File: config.mk
export PLATFORM = sky130hd
export DESIGN_NAME = spi_boot_loader
export DESIGN_NICKNAME = d
export VERILOG_FILES = /design/src/rtl/spi_boot_pkg.sv /design/src/rtl/spi_byte_shifter.sv /design/src/rtl/crc16_accum.sv /design/src/rtl/row_shift_buffer.sv /design/src/rtl/spi_boot_loader.sv
export SDC_FILE = /design/constraint.sdc
export NUM_CORES = 1
export LEC_CHECK = 0
export BUFFER_PORTS_ARGS = -buffer_cell sky130_fd_sc_hd__buf_2
export CAP_MARGIN = 20
export CORE_ASPECT_RATIO = 1.25
export CORE_MARGIN = 1.5
export CORE_UTILIZATION = 30
export DETAILED_ROUTE_END_ITERATION = 12
export PLACE_DENSITY = 0.51
export SETUP_SLACK_MARGIN = 0.02
export SYNTH_ARGS = -nofsm -noshare
export SYNTH_HDL_FRONTEND = slang
export SYNTH_SLANG_ARGS = --single-unit
File: constraint.sdc
create_clock -name clk -period 5 [get_ports clk]
set_input_delay 1 -clock clk [delete_from_list [all_inputs] [get_ports clk]]
set_output_delay 1 -clock clk [all_outputs]
set_load 0.01 [all_outputs]
File: src/rtl/spi_boot_pkg.sv
package spi_boot_pkg;

  typedef enum logic [2:0] {
    ST_IDLE,
    ST_OPEN,
    ST_HDR,
    ST_BODY,
    ST_CHECK,
    ST_GAP,
    ST_DONE,
    ST_FAIL
  } load_state_t;

  localparam logic [7:0]  READ_CMD  = 8'h03;
  localparam logic [15:0] CRC_SEED  = 16'hFFFF;
  localparam logic [15:0] CRC_POLY  = 16'h1021;
  localparam logic [23:0] GOLD_ADDR = 24'h000000;

  function automatic logic [15:0] crc16_step(input logic [15:0] crc_in,
                                             input logic [7:0]  data);
    logic [15:0] c;
    c = crc_in ^ {data, 8'h00};
    for (int i = 0; i < 8; i++) begin
      c = c[15] ? ((c << 1) ^ CRC_POLY) : (c << 1);
    end
    return c;
  endfunction

endpackage

File: src/rtl/spi_byte_shifter.sv
module spi_byte_shifter #(
  parameter int HALF_DIV = 24
) (
  input  logic       clk,
  input  logic       rst,
  input  logic       go_i,
  input  logic [7:0] tx_i,
  input  logic       miso_i,
  output logic       sck_o,
  output logic       mosi_o,
  output logic       done_o,
  output logic [7:0] rx_o
);
  localparam int CW = (HALF_DIV > 1) ? $clog2(HALF_DIV) : 1;
  localparam logic [CW-1:0] DIV_LAST = CW'(HALF_DIV - 1);

  logic          busy;
  logic [CW-1:0] div_cnt;
  logic [2:0]    bit_cnt;
  logic [7:0]    tx_sr;

  assign mosi_o = tx_sr[7];

  always_ff @(posedge clk) begin
    if (rst) begin
      busy    <= 1'b0;
      div_cnt <= '0;
      bit_cnt <= '0;
      tx_sr   <= '0;
      rx_o    <= '0;
      sck_o   <= 1'b0;
      done_o  <= 1'b0;
    end else begin
      done_o <= 1'b0;
      if (!busy) begin
        if (go_i) begin
          busy    <= 1'b1;
          tx_sr   <= tx_i;
          bit_cnt <= '0;
          div_cnt <= '0;
          sck_o   <= 1'b0;
        end
      end else if (div_cnt == DIV_LAST) begin
        div_cnt <= '0;
        if (!sck_o) begin
          sck_o <= 1'b1;
          rx_o  <= {rx_o[6:0], miso_i};
        end else begin
          sck_o <= 1'b0;
          if (bit_cnt == 3'd7) begin
            busy   <= 1'b0;
            done_o <= 1'b1;
          end else begin
            bit_cnt <= bit_cnt + 3'd1;
            tx_sr   <= {tx_sr[6:0], 1'b0};
          end
        end
      end else begin
        div_cnt <= div_cnt + 1'b1;
      end
    end
  end

  // the clock never sits high outside a byte transfer
  a_r3_sck_low_idle: assert property (@(posedge clk) disable iff (rst)
    !busy |-> !sck_o);

  // a finished byte always leaves SCK low
  a_r3_done_on_low: assert property (@(posedge clk) disable iff (rst)
    done_o |-> !sck_o);

endmodule

File: src/rtl/crc16_accum.sv
module crc16_accum (
  input  logic        clk,
  input  logic        rst,
  input  logic        clear_i,
  input  logic        en_i,
  input  logic [7:0]  byte_i,
  output logic [15:0] crc_o
);
  import spi_boot_pkg::*;

  always_ff @(posedge clk) begin
    if (rst || clear_i) begin
      crc_o <= CRC_SEED;
    end else if (en_i) begin
      crc_o <= crc16_step(crc_o, byte_i);
    end
  end

  // a clear always restarts the sum from the seed
  a_r5_crc_seed: assert property (@(posedge clk) disable iff (rst)
    $past(clear_i) |-> (crc_o == 16'hFFFF));

endmodule

File: src/rtl/row_shift_buffer.sv
module row_shift_buffer #(
  parameter int ROW_BYTES = 4
) (
  input  logic                   clk,
  input  logic                   rst,
  input  logic                   push_i,
  input  logic [7:0]             byte_i,
  output logic [ROW_BYTES*8-1:0] row_o
);
  logic [7:0] lane [ROW_BYTES];

  for (genvar g = 0; g < ROW_BYTES; g++) begin : g_lane
    logic [7:0] src;
    if (g == 0) begin : g_head
      assign src = byte_i;
    end else begin : g_tail
      assign src = lane[g-1];
    end
    always_ff @(posedge clk) begin
      if (rst) begin
        lane[g] <= '0;
      end else if (push_i) begin
        lane[g] <= src;
      end
    end
    assign row_o[g*8 +: 8] = lane[g];
  end

endmodule

File: src/rtl/spi_boot_loader.sv
module spi_boot_loader #(
  parameter int          HALF_DIV     = 24,
  parameter int          ROW_BYTES    = 4,
  parameter int          ROW_COUNT    = 4,
  parameter logic [23:0] PRIMARY_ADDR = 24'h010000
) (
  input  logic                   clk,
  input  logic                   rst,
  input  logic                   start_i,
  output logic                   spi_sck_o,
  output logic                   spi_cs_n_o,
  output logic                   spi_mosi_o,
  input  logic                   spi_miso_i,
  output logic                   row_valid_o,
  output logic [ROW_BYTES*8-1:0] row_data_o,
  output logic                   row_erase_o,
  output logic                   done_o,
  output logic                   error_o
);
  import spi_boot_pkg::*;

  localparam int ROW_W    = ROW_BYTES * 8;
  localparam int BCW      = $clog2(ROW_BYTES + 2);
  localparam int RCW      = (ROW_COUNT > 1) ? $clog2(ROW_COUNT) : 1;
  localparam int GAP      = 2 * HALF_DIV;
  localparam int GCW      = $clog2(GAP + 1);
  localparam logic [BCW-1:0] CRC_HI_IDX = BCW'(ROW_BYTES);
  localparam logic [BCW-1:0] CRC_LO_IDX = BCW'(ROW_BYTES + 1);
  localparam logic [RCW-1:0] LAST_ROW   = RCW'(ROW_COUNT - 1);
  localparam logic [GCW-1:0] GAP_LAST   = GCW'(GAP - 1);

  load_state_t    state;
  logic [23:0]    load_addr;
  logic [31:0]    hdr_sr;
  logic [1:0]     hdr_cnt;
  logic [BCW-1:0] byte_idx;
  logic [RCW-1:0] row_idx;
  logic [GCW-1:0] gap_cnt;
  logic [15:0]    crc_rx;
  logic           fallback_r;
  logic           go_r;
  logic [7:0]     tx_r;
  logic           crc_clr;

  logic           eng_done;
  logic [7:0]     eng_rx;
  logic [15:0]    crc_val;
  logic [ROW_W-1:0] row_buf;
  logic           data_push;

  assign data_push = eng_done && (state == ST_BODY) && (byte_idx < CRC_HI_IDX);

  spi_byte_shifter #(.HALF_DIV(HALF_DIV)) u_shift (
    .clk    (clk),
    .rst    (rst),
    .go_i   (go_r),
    .tx_i   (tx_r),
    .miso_i (spi_miso_i),
    .sck_o  (spi_sck_o),
    .mosi_o (spi_mosi_o),
    .done_o (eng_done),
    .rx_o   (eng_rx)
  );

  crc16_accum u_crc (
    .clk     (clk),
    .rst     (rst),
    .clear_i (crc_clr),
    .en_i    (data_push),
    .byte_i  (eng_rx),
    .crc_o   (crc_val)
  );

  row_shift_buffer #(.ROW_BYTES(ROW_BYTES)) u_row (
    .clk    (clk),
    .rst    (rst),
    .push_i (data_push),
    .byte_i (eng_rx),
    .row_o  (row_buf)
  );

  always_ff @(posedge clk) begin
    if (rst) begin
      state       <= ST_IDLE;
      load_addr   <= PRIMARY_ADDR;
      hdr_sr      <= '0;
      hdr_cnt     <= '0;
      byte_idx    <= '0;
      row_idx     <= '0;
      gap_cnt     <= '0;
      crc_rx      <= '0;
      fallback_r  <= 1'b0;
      go_r        <= 1'b0;
      tx_r        <= '0;
      crc_clr     <= 1'b0;
      spi_cs_n_o  <= 1'b1;
      row_valid_o <= 1'b0;
      row_data_o  <= '0;
      row_erase_o <= 1'b0;
      done_o      <= 1'b0;
      error_o     <= 1'b0;
    end else begin
      go_r        <= 1'b0;
      crc_clr     <= 1'b0;
      row_valid_o <= 1'b0;
      row_erase_o <= 1'b0;
      case (state)
        ST_IDLE, ST_DONE: begin
          if (start_i) begin
            done_o     <= 1'b0;
            fallback_r <= 1'b0;
            load_addr  <= PRIMARY_ADDR;
            state      <= ST_OPEN;
          end
        end
        ST_OPEN: begin
          spi_cs_n_o <= 1'b0;
          tx_r       <= READ_CMD;
          go_r       <= 1'b1;
          hdr_sr     <= {load_addr, 8'h00};
          hdr_cnt    <= '0;
          state      <= ST_HDR;
        end
        ST_HDR: begin
          if (eng_done) begin
            go_r <= 1'b1;
            if (hdr_cnt == 2'd3) begin
              tx_r     <= 8'h00;
              byte_idx <= '0;
              row_idx  <= '0;
              crc_clr  <= 1'b1;
              state    <= ST_BODY;
            end else begin
              tx_r    <= hdr_sr[31:24];
              hdr_sr  <= {hdr_sr[23:0], 8'h00};
              hdr_cnt <= hdr_cnt + 2'd1;
            end
          end
        end
        ST_BODY: begin
          if (eng_done) begin
            if (byte_idx == CRC_HI_IDX) begin
              crc_rx[15:8] <= eng_rx;
            end
            if (byte_idx == CRC_LO_IDX) begin
              crc_rx[7:0] <= eng_rx;
              state       <= ST_CHECK;
            end else begin
              byte_idx <= byte_idx + 1'b1;
              tx_r     <= 8'h00;
              go_r     <= 1'b1;
            end
          end
        end
        ST_CHECK: begin
          if (crc_rx == crc_val) begin
            row_valid_o <= 1'b1;
            row_data_o  <= row_buf;
            if (row_idx == LAST_ROW) begin
              spi_cs_n_o <= 1'b1;
              done_o     <= 1'b1;
              state      <= ST_DONE;
            end else begin
              row_idx  <= row_idx + 1'b1;
              byte_idx <= '0;
              crc_clr  <= 1'b1;
              tx_r     <= 8'h00;
              go_r     <= 1'b1;
              state    <= ST_BODY;
            end
          end else begin
            spi_cs_n_o  <= 1'b1;
            row_erase_o <= 1'b1;
            if (!fallback_r) begin
              fallback_r <= 1'b1;
              load_addr  <= GOLD_ADDR;
              gap_cnt    <= '0;
              state      <= ST_GAP;
            end else begin
              error_o <= 1'b1;
              state   <= ST_FAIL;
            end
          end
        end
        ST_GAP: begin
          if (gap_cnt == GAP_LAST) begin
            state <= ST_OPEN;
          end else begin
            gap_cnt <= gap_cnt + 1'b1;
          end
        end
        ST_FAIL: begin
          state <= ST_FAIL;
        end
        default: state <= ST_IDLE;
      endcase
    end
  end

  // SCK only toggles with chip select asserted
  a_r3_sck_needs_cs: assert property (@(posedge clk) disable iff (rst)
    spi_cs_n_o |-> !spi_sck_o);

  // a verified row is announced for a single cycle
  a_r6_valid_pulse: assert property (@(posedge clk) disable iff (rst)
    row_valid_o |=> !row_valid_o);

  // a discarded row is never announced alongside the erase request
  a_r7_valid_or_erase: assert property (@(posedge clk) disable iff (rst)
    $onehot0({row_valid_o, row_erase_o}));

  // completion implies the flash has been released
  a_r9_done_cs_high: assert property (@(posedge clk) disable iff (rst)
    done_o |-> spi_cs_n_o);

  // error is sticky
  a_r10_error_sticky: assert property (@(posedge clk) disable iff (rst)
    error_o |=> error_o);

  // done and error never coexist
  a_r10_not_both: assert property (@(posedge clk) disable iff (rst)
    !(done_o && error_o));

endmodule

Yosys cells after proc, flatten, opt, wreduce, memory -nomap -nowiden
Memories as Yosys holds them, arrays and structs flattened. A register that Yosys moved wholly into a read port is not among the register bits.
Index checks and enable logic that the tools add are counted.
{"block": "word_totals", "n_memories": 1, "word_cells": 220, "in_bits": 4, "output_inout_bits": 39, "regBits": 179, "ram_bits": 32}
{"memory": "u_row.lane", "depth": 4, "width": 8, "read_ports": 4, "rd_ports_with_merged_regs": 1, "write_ports": 4, "line": "row_shift_buffer.sv:10", "text": "logic [7:0] lane [ROW_BYTES];"}
{"block": "classes", "addsub": 6, "n_eq_ne": 33, "bitwise_logic": 18, "muxes": 102, "n_reduce_logical": 32, "order_cmp": 1}
{"operator": "$mux 8", "n": 15}
{"operator": "$mux 13", "n": 8}
{"operator": "$mux 24", "n": 3}
{"operator": "$mux 32", "n": 2}
{"operator": "$pmux 32 s2", "n": 1}
{"operator": "$mux 3", "n": 19}
{"operator": "$pmux 24 s2", "n": 1}
{"operator": "$pmux 8 s4", "n": 1}
{"operator": "$mux 1", "n": 29}
{"operator": "$ne 2x2->1 const B", "n": 13}
{"operator": "$not 3->3", "n": 8}
{"operator": "$eq 3x3->1 const B", "n": 7}
{"operator": "$pmux 3 s7", "n": 1}
{"operator": "$mux 6", "n": 3}
{"operator": "$reduce_and 3->1", "n": 6}
{"operator": "$eq 16x16->1", "n": 1}
{"operator": "$reduce_and 4->1", "n": 4}
{"operator": "$xor 16x16->16", "n": 1}
{"operator": "$mux 5", "n": 3}
{"operator": "$mux 2", "n": 7}
{"operator": "$pmux 6 s2", "n": 1}
{"operator": "$reduce_and 6->1", "n": 2}
{"operator": "$reduce_bool 2->1", "n": 6}
{"operator": "$pmux 3 s3", "n": 1}
{"operator": "27 further kinds", "n": 49}

Longest topological paths before layout
{"block": "depth", "depth_word": 17, "depth_mapped": 8, "depth_no_buf": 8}

Cells and area by module
From an unflattened synthesis, not the netlist that was laid out.
{"block": "unflattened", "hier_cells": 697, "area_unflattened_um2": 7010.5}
{"module": "spi_boot_loader", "instances": 1, "cells_each": 418, "area_per_inst_um2": 3513.4, "seq_area_each_um2": 1521.5}
{"module": "row_shift_buffer", "instances": 1, "cells_each": 71, "area_per_inst_um2": 1302.5, "seq_area_each_um2": 960.9}
{"module": "spi_byte_shifter", "instances": 1, "cells_each": 129, "area_per_inst_um2": 1273.7, "seq_area_each_um2": 540.5}
{"module": "crc16_accum", "instances": 1, "cells_each": 79, "area_per_inst_um2": 920.9, "seq_area_each_um2": 320.3}

Worst setup path after synthesis
No wires, ideal clock.
{"block": "synth_timing", "kind": "in2reg", "startpoint": "in rst", "endpoint": "mem u_row.lane[0][0], enable pin", "path_buffers": 1, "setup_time_ns": 0.394, "t_arrival_ns": 2.115, "required_ns": 4.606, "setup_slack_ns": 2.491, "cell_stages": 2, "path_cell_list": "clkbuf_1 -> nand2b_1"}
{"item": "start: declaration", "line": "spi_boot_loader.sv:8", "text": "input logic rst,"}
{"item": "end: declaration", "line": "row_shift_buffer.sv:10"}

==> impl_metrics.json <==
{
  "status": "finished, final reports clean",
  "max_slew_margin_pct": 40.9,
  "p_int_uw": 2190,
  "cp_num_buf_inv": 2,
  "start_kind": "flip-flop",
  "rsz0062_at_grt": "no",
  "mostFrequentLayoutCells": "119 x dfxtp_1, 93 x nand2_1, 64 x nor2_1",
  "power_switching_uw": 625,
  "grtUsageTotal_pct": 12.2,
  "r2r_slack_ns": 2.28,
  "period_share_pct": 54.4,
  "drive_gt1_share_pct": 17.2,
  "whs_path_depth": 2,
  "timing.rr.start": "state[0]",
  "finalSetupTns_ns": 0,
  "period_needed_ns": 2.72,
  "tightest_slew_ns": 0.884,
  "drc": 0,
  "fin_util_pct": 35.9,
  "ys_ff_latch": 151,
  "cpLargestDelayFamily": "simple AND/OR/NAND/NOR gates",
  "ctsHtreeMaxLevel": 4,
  "antenna_cells": 0,
  "synth.avg_cell_area_um2": 9.90,
  "syn_area_um2": 6370,
  "path_class": "flip-flop to flip-flop",
  "clkLatencyLatePin_ns": 0.42,
  "async_reset_ff_share_pct": 0,
  "cts_tree": "done",
  "synth_edf_count": 32,
  "numCtsBuffers": 17,
  "final_common_cell": "dfxtp_1",
  "critPathRequiredTime_ns": 5.11,
  "drt_iter0_markers": 174,
  "grt_max_degree": 76,
  "ctsHoldBuffers": 0,
  "drt-pass1-iter-count": 5,
  "via_count": 4528,
  "cp-end-kind": "flip-flop",
  "detail-route-antenna-nets": 0,
  "hp-class": "flip-flop to flip-flop",
  "critical_path.max_stage_delay_ns": 0.75,
  "synthTopCellsByArea": "dfxtp_1 37%, edfxtp_1 15%, nand2_1 5.5%",
  "ios": 43,
  "cts.reportedPaths.clkPinSlew_ns": 0.06,
  "grt_antenna_before_repair": 0,
  "hold_viol_final": 0,
  "nets": 691,
  "core_area_um2": 20800,
  "hpwl_um": 9030,
  "routed_wl_um": 13100,
  "rows": 59,
  "ir_drop_uv": 279,
  "grt_pass1_wl_um": 21500,
  "finClkSkew_ns": 0.0101,
  "clockRootBuffer": "clkbuf_16",
  "power.density_nw_per_um2": 376,
  "cap_violations": 0,
  "cp.arrival_ns": 2.83,
  "via_per_inst": 4.69,
  "worstPathCellList": "nor2b_1, nand4_1, buf_4, nand2b_1, buf_4",
  "synth_top_area_cell": "dfxtp_1",
  "finalSetupViolations": 0,
  "ys_seq_area_share_pct": 52.5,
  "area_delta_synth_final_pct": 17.5,
  "wl_per_cell_um": 13.6,
  "switching_share_pct": 22.3,
  "comb_power_share_pct": 4.5,
  "slew_viol_final": 0,
  "crit_slowest_cell": "dfxtp_1",
  "cts_setup_buffers": 0,
  "whs_endpoint": "row_data_o[17]",
  "yosys_warnings": 0,
  "dieArea_um2": 22100,
  "holdCritStartpoint": "row_data_o[17]",
  "cts_resized": 0,
  "fmax_ghz": 0.367,
  "clock-sinks": 151,
  "chipWidth_um": 133,
  "first_global_vias": 4322,
  "start_util_pct": 30.6,
  "synth_cell_types": 55,
  "netlist_instances": 643,
  "reg2regPathDepth": 5,
  "worst-path-max-fanout": 32,
  "place.gp.congestion": 0.747,
  "die_h_um": 166,
  "synthFlopType": "dfxtp_1",
  "rr_endpoint": "u_row.lane[2][1]",
  "grt_overflow_total": 0,
  "syn_nets": 656,
  "port_buffers": 42,
  "synth_top_area_share_pct": 37.4,
  "seq_power_share_pct": 46.3,
  "worst_path_most_repeated_cell": "buf_4",
  "cts_buffer_depth": 2,
  "p_leak_uw": 0.00279,
  "p_clk_share_pct": 49.1
}
## sequential cells by signal (all words and copies together), names as in the netlist, 5 cells and up
signal	count
crc_rx	16
u_shift.tx_sr	8
u_shift.div_cnt	5
u_row.lane	32
row_data_o	32
gap_cnt	6
u_shift.rx_o	8
u_crc.crc_o	16
## through the flow
step / power [uW] / instance area [um^2] / setup slack (ns) / cells / hold slack, ns
final: 2810 / 7480 / 2.28 / 965 / 0.452
after CTS: 2850 / 7440 / 2.25 / 963 / 0.455
after global placement: 1450 / 6800 / 2.33 / 931 / 0.439
after detailed placement: 1460 / 6800 / 2.25 / 931 / 0.447
after floorplan: 1420 / 6370 / 2.49 / 643 / 0.432
after global routing: 2920 / 7480 / 2.05 / 965 / 0.465
## how the worst max path moves through the flow
stage,cells after the start,from,slack [ns],end
finish,5,state[0],2.28,u_row.lane[2][1]
floorplan,2,rst,2.49,u_row.lane[0][0]
global placement,5,state[0],2.33,u_row.lane[2][7]
detailed placement,5,state[0],2.25,u_row.lane[0][1]
CTS,5,state[0],2.25,u_row.lane[2][1]
global route,5,state[0],2.05,u_row.lane[2][1]
## worst reg2reg max path, cell delays in order, from the launching register on
cell      delay [ns]
dfxtp_1         0.75
nor2b_1         0.32
nand4_1         0.12
buf_4           0.27
nand2b_1        0.57
buf_4           0.38
## logic make-up (layout without fill, tap and decap cells)
group / count (synthesis) / after routing / share of synthesized area (%)
compound gates: 107 / 107 / 11.4
fa+ha+maj: 9 / 9 / 1.77
xor+xnor: 45 / 45 / 6.19
buf+inv: 42 / 90 / 3.01
mux: 32 / 32 / 5.05
simple gates: 257 / 257 / 20.1
flops: 151 / 151 / 52.5
## area by class of cell
class                           count  area [um^2]
Multi-Input combinational cell    450         2830
Sequential cell                   151         3340
Inverter                           10         37.5
Fill cell                        2131        13300
Clock buffer                       19          454
Tap cell                          274          343
Clock inverter                     13          193
Timing Repair Buffer               48          278
## power by group through the flow
stage | registers (uW) | logic, uW | clock network [uW]
6_report | 1300 | 127 | 1380
5_1_grt | 1310 | 143 | 1470
4_1_cts | 1300 | 127 | 1420
3_5_place_dp | 1330 | 127 | 0
3_3_place_gp | 1330 | 125 | 0
2_1_floorplan | 1310 | 115 | 0
## layer usage
layer | up-vias | wire length, um | share of wire [%] | track usage [%]
met1 | 2148 | 5580 | 42 | 13.6
met4 | 0 | 435 | 3.3 | 6.66
met2 | 81 | 6640 | 51 | 21.1
li1 | 2270 | - | - | -
met3 | 29 | 470 | 3.6 | 2.96
met5 | - | 0 | 0 | 0
## synth_stat cells (2+ instances only)
master and instances:
nand2_1 93, mux2i_1 31, a31oi_1 3, nor3_1 7
dfxtp_1 119, a21o_1 2, and3_1 2, xnor2_1 17
nand2_2 10, a21oi_2 10, ha_1 9, o211ai_1 15
a211oi_2 2, edfxtp_1 32, nand4_1 7, nand3_1 8
nor4_2 4, a22oi_1 12, nor2_1 64, xor2_1 28
nand2b_1 8, clkbuf_1 20, a211o_1 2, buf_2 9
nor2b_1 5, a21oi_1 40, or3_1 2, buf_6 3
nor2_2 2, o21ai_0 7, a211oi_1 5, and2_1 33
inv_1 10
Note: power is estimated with default switching activity, not from simulation.
